[src/rtl/fetch_pkg.sv]
package fetch_pkg;

  typedef enum logic [3:0] {
    ST_ADDR   = 4'd0,
    ST_READ   = 4'd1,
    ST_CAPT   = 4'd2,
    ST_LOAD   = 4'd3,
    ST_OPADDR = 4'd4,
    ST_OPREAD = 4'd5,
    ST_OPCAPT = 4'd6,
    ST_DONE   = 4'd7,
    ST_SAVE   = 4'd8,
    ST_VECT   = 4'd9
  } step_e;

  typedef struct packed {
    logic mar_from_pc;
    logic mar_from_ir;
    logic mar_to_save;
    logic mbr_from_mem;
    logic mbr_from_pc;
    logic ir_from_mbr;
    logic pc_inc;
    logic pc_to_vec;
  } xfer_t;

endpackage

[src/rtl/fetch_ctrl.sv]
module fetch_ctrl
  import fetch_pkg::*;
(
  input  logic  clk,
  input  logic  rst_n,
  input  logic  imm_flag,
  input  logic  irq,
  output step_e step,
  output xfer_t xfer,
  output logic  mem_rd,
  output logic  mem_wr,
  output logic  fetch_done,
  output logic  irq_ack
);

  step_e step_q, step_d;

  always_comb begin
    step_d     = step_q;
    xfer       = '0;
    mem_rd     = 1'b0;
    mem_wr     = 1'b0;
    fetch_done = 1'b0;
    irq_ack    = 1'b0;
    case (step_q)
      ST_ADDR: begin
        xfer.mar_from_pc = 1'b1;
        step_d = ST_READ;
      end
      ST_READ: begin
        mem_rd      = 1'b1;
        xfer.pc_inc = 1'b1;
        step_d = ST_CAPT;
      end
      ST_CAPT: begin
        xfer.mbr_from_mem = 1'b1;
        step_d = ST_LOAD;
      end
      ST_LOAD: begin
        xfer.ir_from_mbr = 1'b1;
        step_d = imm_flag ? ST_DONE : ST_OPADDR;
      end
      ST_OPADDR: begin
        xfer.mar_from_ir = 1'b1;
        step_d = ST_OPREAD;
      end
      ST_OPREAD: begin
        mem_rd = 1'b1;
        step_d = ST_OPCAPT;
      end
      ST_OPCAPT: begin
        xfer.mbr_from_mem = 1'b1;
        step_d = ST_DONE;
      end
      ST_DONE: begin
        fetch_done = 1'b1;
        step_d = irq ? ST_SAVE : ST_ADDR;
      end
      ST_SAVE: begin
        irq_ack          = 1'b1;
        xfer.mbr_from_pc = 1'b1;
        xfer.mar_to_save = 1'b1;
        step_d = ST_VECT;
      end
      ST_VECT: begin
        mem_wr         = 1'b1;
        xfer.pc_to_vec = 1'b1;
        step_d = ST_ADDR;
      end
      default: step_d = ST_ADDR;
    endcase
  end

  always_ff @(posedge clk or negedge rst_n) begin
    if (!rst_n) step_q <= ST_ADDR;
    else        step_q <= step_d;
  end

  assign step = step_q;

  assert_done_pulse_R7: assert property (@(posedge clk) disable iff (!rst_n)
    fetch_done |=> !fetch_done);
  assert_strobe_excl_R10: assert property (@(posedge clk) disable iff (!rst_n)
    !(mem_rd && mem_wr));
  assert_ack_after_done_R8: assert property (@(posedge clk) disable iff (!rst_n)
    irq_ack |-> $past(fetch_done));

endmodule

[src/rtl/fetch_regs.sv]
module fetch_regs
  import fetch_pkg::*;
#(
  parameter int AW        = 11,
  parameter int DW        = 16,
  parameter int SAVE_ADDR = 0,
  parameter int VEC_ADDR  = 1
) (
  input  logic          clk,
  input  logic          rst_n,
  input  xfer_t         xfer,
  input  logic [DW-1:0] mem_rdata,
  output logic [AW-1:0] pc_q,
  output logic [AW-1:0] mar_q,
  output logic [DW-1:0] mbr_q,
  output logic [DW-1:0] ir_q
);

  logic [AW-1:0] pc_d, mar_d;
  logic [DW-1:0] mbr_d, ir_d;
  logic          pc_en, mar_en, mbr_en, ir_en;

  assign pc_en  = xfer.pc_inc | xfer.pc_to_vec;
  assign mar_en = xfer.mar_from_pc | xfer.mar_from_ir | xfer.mar_to_save;
  assign mbr_en = xfer.mbr_from_mem | xfer.mbr_from_pc;
  assign ir_en  = xfer.ir_from_mbr;

  always_comb begin
    pc_d = AW'(VEC_ADDR);
    if (xfer.pc_inc) pc_d = pc_q + AW'(1);

    mar_d = AW'(SAVE_ADDR);
    if (xfer.mar_from_pc)      mar_d = pc_q;
    else if (xfer.mar_from_ir) mar_d = ir_q[AW-1:0];

    mbr_d = {{(DW-AW){1'b0}}, pc_q};
    if (xfer.mbr_from_mem) mbr_d = mem_rdata;

    ir_d = mbr_q;
  end

  always_ff @(posedge clk or negedge rst_n) begin
    if (!rst_n) begin
      pc_q  <= '0;
      mar_q <= '0;
      mbr_q <= '0;
      ir_q  <= '0;
    end else begin
      if (pc_en)  pc_q  <= pc_d;
      if (mar_en) mar_q <= mar_d;
      if (mbr_en) mbr_q <= mbr_d;
      if (ir_en)  ir_q  <= ir_d;
    end
  end

endmodule

[src/rtl/fetch_seq.sv]
module fetch_seq
  import fetch_pkg::*;
#(
  parameter int AW        = 11,
  parameter int DW        = 16,
  parameter int SAVE_ADDR = 0,
  parameter int VEC_ADDR  = 1
) (
  input  logic          clk,
  input  logic          rst_n,
  input  logic          irq,
  input  logic [DW-1:0] mem_rdata,
  output logic [AW-1:0] mem_addr,
  output logic          mem_rd,
  output logic          mem_wr,
  output logic [DW-1:0] mem_wdata,
  output logic [DW-1:0] instr,
  output logic [DW-1:0] operand,
  output logic          fetch_done,
  output logic          irq_ack,
  output logic [AW-1:0] pc
);

  localparam int FLAG_BIT = AW;

  logic [1:0]    rst_sync_q;
  logic          rst_int_n;
  step_e         step;
  xfer_t         xfer;
  logic [AW-1:0] pc_q, mar_q;
  logic [DW-1:0] mbr_q, ir_q;

  always_ff @(posedge clk or negedge rst_n) begin
    if (!rst_n) rst_sync_q <= 2'b00;
    else        rst_sync_q <= {rst_sync_q[0], 1'b1};
  end
  assign rst_int_n = rst_sync_q[1];

  fetch_ctrl u_ctrl (
    .clk        (clk),
    .rst_n      (rst_int_n),
    .imm_flag   (mbr_q[FLAG_BIT]),
    .irq        (irq),
    .step       (step),
    .xfer       (xfer),
    .mem_rd     (mem_rd),
    .mem_wr     (mem_wr),
    .fetch_done (fetch_done),
    .irq_ack    (irq_ack)
  );

  fetch_regs #(
    .AW        (AW),
    .DW        (DW),
    .SAVE_ADDR (SAVE_ADDR),
    .VEC_ADDR  (VEC_ADDR)
  ) u_regs (
    .clk       (clk),
    .rst_n     (rst_int_n),
    .xfer      (xfer),
    .mem_rdata (mem_rdata),
    .pc_q      (pc_q),
    .mar_q     (mar_q),
    .mbr_q     (mbr_q),
    .ir_q      (ir_q)
  );

  assign mem_addr  = mar_q;
  assign mem_wdata = mbr_q;
  assign instr     = ir_q;
  assign pc        = pc_q;
  assign operand   = ir_q[FLAG_BIT] ? {{(DW-AW){1'b0}}, ir_q[AW-1:0]} : mbr_q;

  assert_read_addr_is_pc_R2: assert property (@(posedge clk) disable iff (!rst_int_n)
    (step == ST_READ) |-> (mem_addr == pc_q));
  assert_pc_step_R3: assert property (@(posedge clk) disable iff (!rst_int_n)
    (step == ST_READ) |=> (pc_q == $past(pc_q) + AW'(1)));
  assert_ir_after_mbr_R4: assert property (@(posedge clk) disable iff (!rst_int_n)
    (step == ST_LOAD) |=> (ir_q == $past(mbr_q)));
  assert_save_write_R9: assert property (@(posedge clk) disable iff (!rst_int_n)
    mem_wr |-> (mem_addr == AW'(SAVE_ADDR)));
  assert_vector_load_R9: assert property (@(posedge clk) disable iff (!rst_int_n)
    mem_wr |=> (pc_q == AW'(VEC_ADDR)));

endmodule

[config.mk]
export PLATFORM = sky130hd
export DESIGN_NAME = fetch_seq
export DESIGN_NICKNAME = d
export VERILOG_FILES = /design/src/rtl/fetch_pkg.sv /design/src/rtl/fetch_ctrl.sv /design/src/rtl/fetch_regs.sv /design/src/rtl/fetch_seq.sv
export SDC_FILE = /design/constraint.sdc
export NUM_CORES = 1
export LEC_CHECK = 0
export ABC_CLOCK_PERIOD_IN_PS = 2009
export BUFFER_PORTS_ARGS = -buffer_cell sky130_fd_sc_hd__buf_2
export CORE_MARGIN = 2
export CORE_UTILIZATION = 40
export CTS_CLUSTER_SIZE = 10
export DETAILED_ROUTE_END_ITERATION = 12
export PLACE_DENSITY = 0.77
export SYNTH_ARGS = -nofsm -noshare
export SYNTH_HDL_FRONTEND = slang
export SYNTH_SLANG_ARGS = --single-unit
[constraint.sdc]
create_clock -name clk -period 2.01 [get_ports clk]
set_clock_uncertainty 0.15 [all_clocks]
set_input_delay 0.3015 -clock clk [delete_from_list [all_inputs] [get_ports clk]]
set_output_delay 0.3015 -clock clk [all_outputs]
set_load 0.1 [all_outputs]
# Word level (Yosys, flattened, before mapping)
# Index checks and enable logic that the tools add are counted.
# op_classes
n_reduce_logical	3
addsub	1
n_bitwise	4
n_eq_ne	9
mux	17
# op_table
operator	count
$pmux W4 S9	1
$mux W11	3
$mux W16	2
$eq A4 B3 Y1 const B	4
$add A11 B1 Y11 const B	1
$mux W1	9
$eq A4 B2 Y1 const B	2
$eq A4 B4 Y1 const B	2
$eq A4 B1 Y1 const B	1
$logic_not A4 Y1	1
$mux W4	1
$or A1 B1 Y1	4
$reduce_or A2 Y1	2
$mux W2	1
# totals
word_cells	40
register_bits	60
input_bits	19

# Depth between registers and ports, before layout
# Gate-level depths: netlist of the first run.
# depth
ltp_word	4
ltp_mapped	7

# Hierarchy
# From an unflattened synthesis of the first run, not the netlist that was laid out.
# hier_totals
cells_unflattened	253
area_unflattened_um2	2970.3
# modules_own_cells
mod	n_inst	area_per_inst_um2	cells_each	seq_area_each_um2
fetch_regs	1	2338.5	200	1351.3
fetch_ctrl	1	360.3	32	100.1
fetch_seq	1	271.5	21	50.0

# Worst setup path before layout of the first run
# Ideal clock, no wire load.
# synth_timing
path_kind	register to output
start	register u_regs.ir_q[11]
end	output port operand[2]
stages_incl_launch_ff	3
setup_slack_ns	-1.630
path_buffers	1
t_arrival_ns	3.188
path_cell_list	dfrtp_1 > clkbuf_1 > o21ai_0
# synth_via
elab_chain_cells	1
# synth_rtl
item	line_no	text
from (decl)	fetch_regs.sv:16	output logic [DW-1:0] ir_q
from (signal assigned)	fetch_regs.sv:52	if (ir_en) ir_q <= ir_d;
$mux W16	fetch_seq.sv:72	assign operand = ir_q[FLAG_BIT] ? {{(DW-AW){1'b0}}, ir_q[AW-1:0]} : mbr_q;
to (decl)	fetch_seq.sv:18	output logic [DW-1:0] operand,
# Every way passes these cells.

# Final worst setup path of the first run
# layout_timing
start	register u_ctrl.step_q[2], in the netlist u_ctrl.step[2]
end	output port irq_ack
# layout_via
elab_chain_cells	2
# layout_rtl
item	line_no	text
from (decl)	fetch_ctrl.sv:16	step_e step_q, step_d;
from (signal assigned)	fetch_ctrl.sv:76	else step_q <= step_d;
$eq A4 B4 Y1	fetch_ctrl.sv:25	case (step_q)
$mux W1	fetch_ctrl.sv:25	
to (decl)	fetch_seq.sv:20	output logic irq_ack,
# Every way passes these cells.

==> out/metrics.yaml, run 1 <==
avgSynthCellArea_um2: 10.4
dp.cells: 435
critPathCaptureType: "output pin"
drive_above_1_share_pct: 52.0
fp.coreArea_um2: 6760
drtPass1Iterations: 4
synth_ff_type: "dfrtp_1"
grt_pass1_wl_um: 12800
relSlewSlack_pct: 66.0
finalWeightedCongestion: 0.821
yosysTopAreaCell: "dfrtp_1"
rsz0062_at_grt: "true"
hpwl_um: 5620
outcome: "finished, violations left"
syn_inst: 266
violations: "setup timing"
final_nets: 394
cts_buffers: 9
crit_required_ps: 1560
seq_area_frac_synth_pct: 54.2
cp_max_fo: 3
fp.dieW_um: 87.2
crit_family: "simple AND/OR/NAND/NOR gates"
pre_cts_ws_ps: 84.9
ys_warn_count: 0
met2_length_um: 4050
grt_remaining_overflow: 0
max_freq_ghz: 0.475
grt_use_total_pct: 22.3
clk_latency_ps: 340
yosys-top-cells-count: "dfrtp_1 (60), nand2_1 (27), mux2_2 (23)"
netlist_area_um2: 2770
critPathKind: "flop to output pin"
startpoint_type: "flop"
path_cells: "or3_4, or2_4, inv_8, buf_12"
post-route-period-util_pct: 105
initial_core_util_pct: 41.0
ios: 93
cp.arrival_ps: 1650
ctsHtreeMaxLevel: 3
cap_violations: 0
grt_pass1_vias: 2470
synth.area.top_cells: "dfrtp_1 (54%), mux2_2 (9.4%), nand2_1 (3.7%)"
antenna_found_initial: 0
worstHoldPathType: "input port to flop"
instances_no_fill: 459
vias: 2534
slowest_stage: "dfrtp_1"
ant_nets: 0
drc: 0
io_buffers: 92
yosys.area.top_type_share_pct: 54.2
rows: 30
async_flop_share_pct: 100
wl_per_cell_um: 17.6
wl_met3_um: 568
worst_pin_slew_ps: 513
holdWs_ps: 3.64
hold_viol: 0
clkSinkCount: 60
setup_ws_ps: -93.2
die_h_um: 87.2
highest_layer: "met4"
syn2layout_area_growth_pct: 49.0
synth_edf_count: 0
yosysMostFrequentCell: "dfrtp_1"
slowest_delay_ps: 400
via_per_inst: 5.52
grt_max_degree: 44
wl_um: 8090
clkSlewWorstSetupHoldPaths_ps: 70
syn-num-nets: 286
ys_types: 41
crit_buf_inv: 2
tritoncts: "built"
antennaDiodeCount: 0
stdcell_area_um2: 4120
min_period_ps: 2100
placed_area_um2: 3810
drt_iter0_markers: 191
slew_violations: 0
cts.path.max_buffers: 2
die_area_um2: 7600
wl_met1_um: 3330
setup_viol: 1
synth-seq-cells: 60
cts-root-buf: "clkbuf_8"
-- routing by layer --
metal / global-route usage, % / vias to the layer above
met1: 29.3 / 1251
met5: 0 / -
met4: 6.99 / 0
li1: - / 1164
met2: 35.7 / 107
met3: 6.45 / 12
-- kinds of logic (layout without fill, tap and decap cells) --
family                     after synthesis  in the layout  synth area share (%)
muxes                                   23             23                  9.36
buffers and inverters                   29            142                  4.79
and+or+nand+nor                         78             78                  13.9
adders and majority gates                1              1                 0.452
other                                    1              1                 0.135
AOI/OAI and AO/OA                       73             73                  16.8
xor gates and xnor gates                 1              1                 0.317
DFF                                     60             60                  54.2
-- cell type report --
cell class,instances,area (um2)
inverter,8,41.3
clock inverter,5,77.6
clock buffer,11,131
fill,529,2630
tap,80,100
timing repair buffer,118,958
sequential,60,1530
multi-input combinational,177,1290
-- state kept, by name, summed over array words and instances (netlist names) --
signal / count
u_regs.ir_q: 16
u_regs.mbr_q: 16
u_regs.mar_q: 11
u_regs.pc_q: 11
u_ctrl.step: 4
rst_sync_q: 2
-- cells in the final DEF, fill, tap and decap left out, types with 3 or more instances in the layout --
| cell type | synthesis | layout |
|---|---|---|
| a21oi_1 | 19 | 19 |
| nand2_1 | 27 | 25 |
| a21o_1 | 8 | 8 |
| buf_4 | 1 | 21 |
| o21ai_0 | 15 | 11 |
| dfrtp_1 | 60 | 40 |
| a22oi_1 | 11 | 11 |
| inv_1 | 7 | 6 |
| nor2b_4 | 0 | 5 |
| clkbuf_8 | 0 | 9 |
| dfrtp_2 | 0 | 20 |
| a31oi_1 | 3 | 3 |
| buf_2 | 4 | 74 |
| o22ai_1 | 4 | 4 |
| o21ai_4 | 0 | 4 |
| nand3_1 | 9 | 9 |
| a22o_1 | 7 | 7 |
| mux2_2 | 23 | 22 |
| buf_12 | 0 | 20 |
| nor2_1 | 16 | 14 |
| dlygate4sd3_1 | 0 | 3 |
-- metrics by stage --
stage | TNS, ps | util [%]
final | -93.2 | 61.0
after global routing | -193 | 61.0
after floorplan | -1700 | -
after CTS | -98.6 | 60.8
after global placement | 0 | 56.4
after detailed placement | 0 | 56.4
-- worst register-to-register path, stage by stage, from the launching register on --
cell and delay (ps):
dfrtp_1 400, buf_4 140, or4b_1 460, or4_1 540, o21ai_1 120
-- timing repair --
item / CTS / global route
setup buffers: 5 / 0
hold buffers: 3 / 0
pin swaps: 2 / 3
endpoints found under the hold margin: 4 / 0
resized for setup: 2 / 4
endpoints found under the setup margin: 5 / 14
-- worst paths after layout --
| kind | slack (ps) | depth (start not counted) | from | end |
|---|---|---|---|---|
| worst max-delay path | -90 | 4 | u_ctrl.step[2] | irq_ack |
| worst min-delay path | 4 | 3 | mem_rdata[15] | u_regs.mbr_q[15] |
| worst max register to register | 140 | 4 | u_ctrl.step[0] | u_regs.pc_q[9] |
| worst min register to register | 40 | 0 | rst_sync_q[1] | u_regs.ir_q[0] |
| max in group asynchronous | 1100 | 1 | rst_sync_q[1] | u_regs.pc_q[7] |
| min in group asynchronous | 40 | 0 | rst_sync_q[1] | u_regs.ir_q[0] |
Power of run 1 is not shown: default switching activity piles up to over one toggle a cycle in this logic, so the estimate is an artifact.
==> inputs of run 2 (changes only) <==
Settings changed: ABC_AREA from default to 1, PLACE_DENSITY 0.77 to default, PLACE_DENSITY_LB_ADDON from default to 0.08.
==> run 2 against run 1 <==
  * The run now ends clean
  * Core utilization down 0.86 points
  * Wire length down 0.27%
  * Global-route usage down 0.85 points
  * Via count up 3.4%
  * Synthesized area up 4.4%
  * Non-clock buffer count down 19
  * Hold slack better by 15 ps
  * First-iteration DRC count down 21%
  * Register-to-register slack better by 160 ps
  * Maximum frequency up 8.6%
  * Synthesized cell count up 30%
  * Critical path type unchanged
==> out/metrics.yaml, run 2 <==
outcome: "finished, final reports clean"
synth_top_family_by_area: "simple AND/OR/NAND/NOR gates"
slew_violations: 0
worstHoldPathType: "input port to flop"
yosysTopAreaCell: "dfrtp_1"
slowest_delay_ps: 560
slowest_stage: "dfrtp_4"
fp.dieW_um: 89.0
drt_iter0_markers: 151
rows: 30
ant_nets: 0
min_period_ps: 1940
hpwl_um: 5830
worst_pin_slew_ps: 651
wl_per_cell_um: 14.9
drc: 0
grt_max_degree: 59
final_nets: 462
cts_buffers: 9
syn-num-nets: 366
die_h_um: 89.0
via_per_inst: 4.82
final_cell_mix: "nand2_1 (114), buf_2 (71), dfrtp_1 (41), inv_1 (30), nand3_1 (25)"
synth_ff_type: "dfrtp_1"
synth_edf_count: 0
syn2layout_area_growth_pct: 43.8
crit_start: "u_regs.ir_q[11]"
avgSynthCellArea_um2: 8.35
cp_max_fo: 14
startpoint_type: "flop"
async_flop_share_pct: 100
clk_latency_ps: 330
max_freq_ghz: 0.516
grt_pass1_wl_um: 12600
io_buffers: 92
die_area_um2: 7920
critPathKind: "flop to output pin"
post-route-period-util_pct: 96.4
drtPass1Iterations: 4
final.setup.tns_ps: 0
synth.area.top_cells: "dfrtp_1 (52%), nand2_1 (15%), o21ai_2 (4.8%)"
syn_inst: 346
antennaDiodeCount: 0
yosysMostFrequentCell: "nand2_1"
synth_compound_area_share_pct: 12.6
crit_required_ps: 1560
grt_remaining_overflow: 0
netlist_area_um2: 2890
synth_mux_area_share_pct: 0
pre_cts_ws_ps: 333
layout_commonest_cell: "nand2_1"
setup_ws_ps: 73.1
ys_types: 30
ys_warn_count: 0
post_cts_buffers: 0
clkSlewWorstSetupHoldPaths_ps: 60
reg_top3: "u_regs.ir_q: 16 flops, u_regs.mbr_q: 16 flops"
num-fill-cells: 664
path_cells: "buf_12, nand2_1, o21ai_4, buf_12"
cts.path.max_buffers: 2
setup_viol: 0
vias: 2619
synth-seq-cells: 60
tritoncts: "built"
synth-adder-area-share_pct: 0.433
hold_viol: 0
critPathCaptureType: "output pin"
final_util_pct: 60.2
synth_xor_area_share_pct: 0.303
relSlewSlack_pct: 56.6
finalWeightedCongestion: 0.835
wl_um: 8070
grt_use_total_pct: 21.4
cp.arrival_ps: 1490
rsz0062_at_grt: "true"
seq_area_frac_synth_pct: 51.9
synthSimpleGateAreaFrac_pct: 26.5
yosys-top-cells-count: "nand2_1 (115), dfrtp_1 (60), inv_1 (30)"
initial_core_util_pct: 41.8
drive_above_1_share_pct: 40.5
r2r-start: "u_ctrl.step[3]"
hold_start: "irq"
antenna_found_initial: 0
crit_top_cell: "buf_12"
fp.coreArea_um2: 6910
yosys.area.top_type_share_pct: 51.9
ios: 93
cap_violations: 0
grt_pass1_vias: 2483
cts-root-buf: "clkbuf_8"
ctsHtreeMaxLevel: 3
clkSinkCount: 60
==> run 2: kinds of logic (layout without fill, tap and decap cells) <==
logic type                 after synthesis  after routing
AOI/OAI and AO/OA                       54             54
xor gates and xnor gates                 1              1
other                                    1              1
and+or+nand+nor                        179            179
adders and majority gates                1              1
DFF                                     60             60
buffers and inverters                   50            151
==> run 2: per-stage QoR <==
step	area [um2]	cells	hold WS, ps
3_3_place_gp	3960	526	-63.8
3_5_place_dp	3960	526	-63.4
4_1_cts	4150	543	5.16
6_report	4160	543	18.3
5_1_grt	4160	543	16.9
2_1_floorplan	3150	346	-144
==> run 2: area by class of cell <==
class / count / area (um2) / area share (%)
timing repair buffer: 99 / 856 / 20.6
multi-input combinational: 236 / 1340 / 32.1
tap: 96 / 120 / 2.89
clock inverter: 1 / 5.00 / 0.120
clock buffer: 15 / 176 / 4.24
sequential: 60 / 1530 / 36.8
inverter: 36 / 135 / 3.25
==> run 2: metal layers <==
layer / share of wire [%] / routed length [um] / track usage, %
met2: 49 / 3940 / 34.1
met5: 0 / 0 / 0
met3: 5.7 / 457 / 3.97
met1: 45 / 3640 / 29.8
met4: 0.40 / 32 / 7.19
==> run 2: critical path, delay by kind of cell, from the launching register on <==
| kind | cells | cell delay [ps] |
|---|---|---|
| AO/OA/AOI/OAI | 1 | 80 |
| buffers and inverters | 2 | 400 |
| AND/OR/NAND/NOR | 1 | 110 |
| flip-flops | 1 | 560 |
==> run 2: path summary, 6_finish.rpt <==
path,end,slack [ps],depth (start not counted)
setup / recovery,operand[3],70,4
hold / removal,u_ctrl.step[3],20,3
setup reg to reg,u_regs.ir_q[12],300,6
hold reg to reg,u_regs.ir_q[12],110,1
max in group asynchronous,u_regs.mbr_q[8],1310,1
min in group asynchronous,u_regs.ir_q[12],110,1
==> run 2: what timing repair did <==
item | in CTS | in global routing
hold buffers | 1 | 0
hold endpoints to repair | 2 | 0
endpoints found under the setup margin | 0 | 9
gates resized for setup | 0 | 3
Power of run 2 is left out for the same reason.
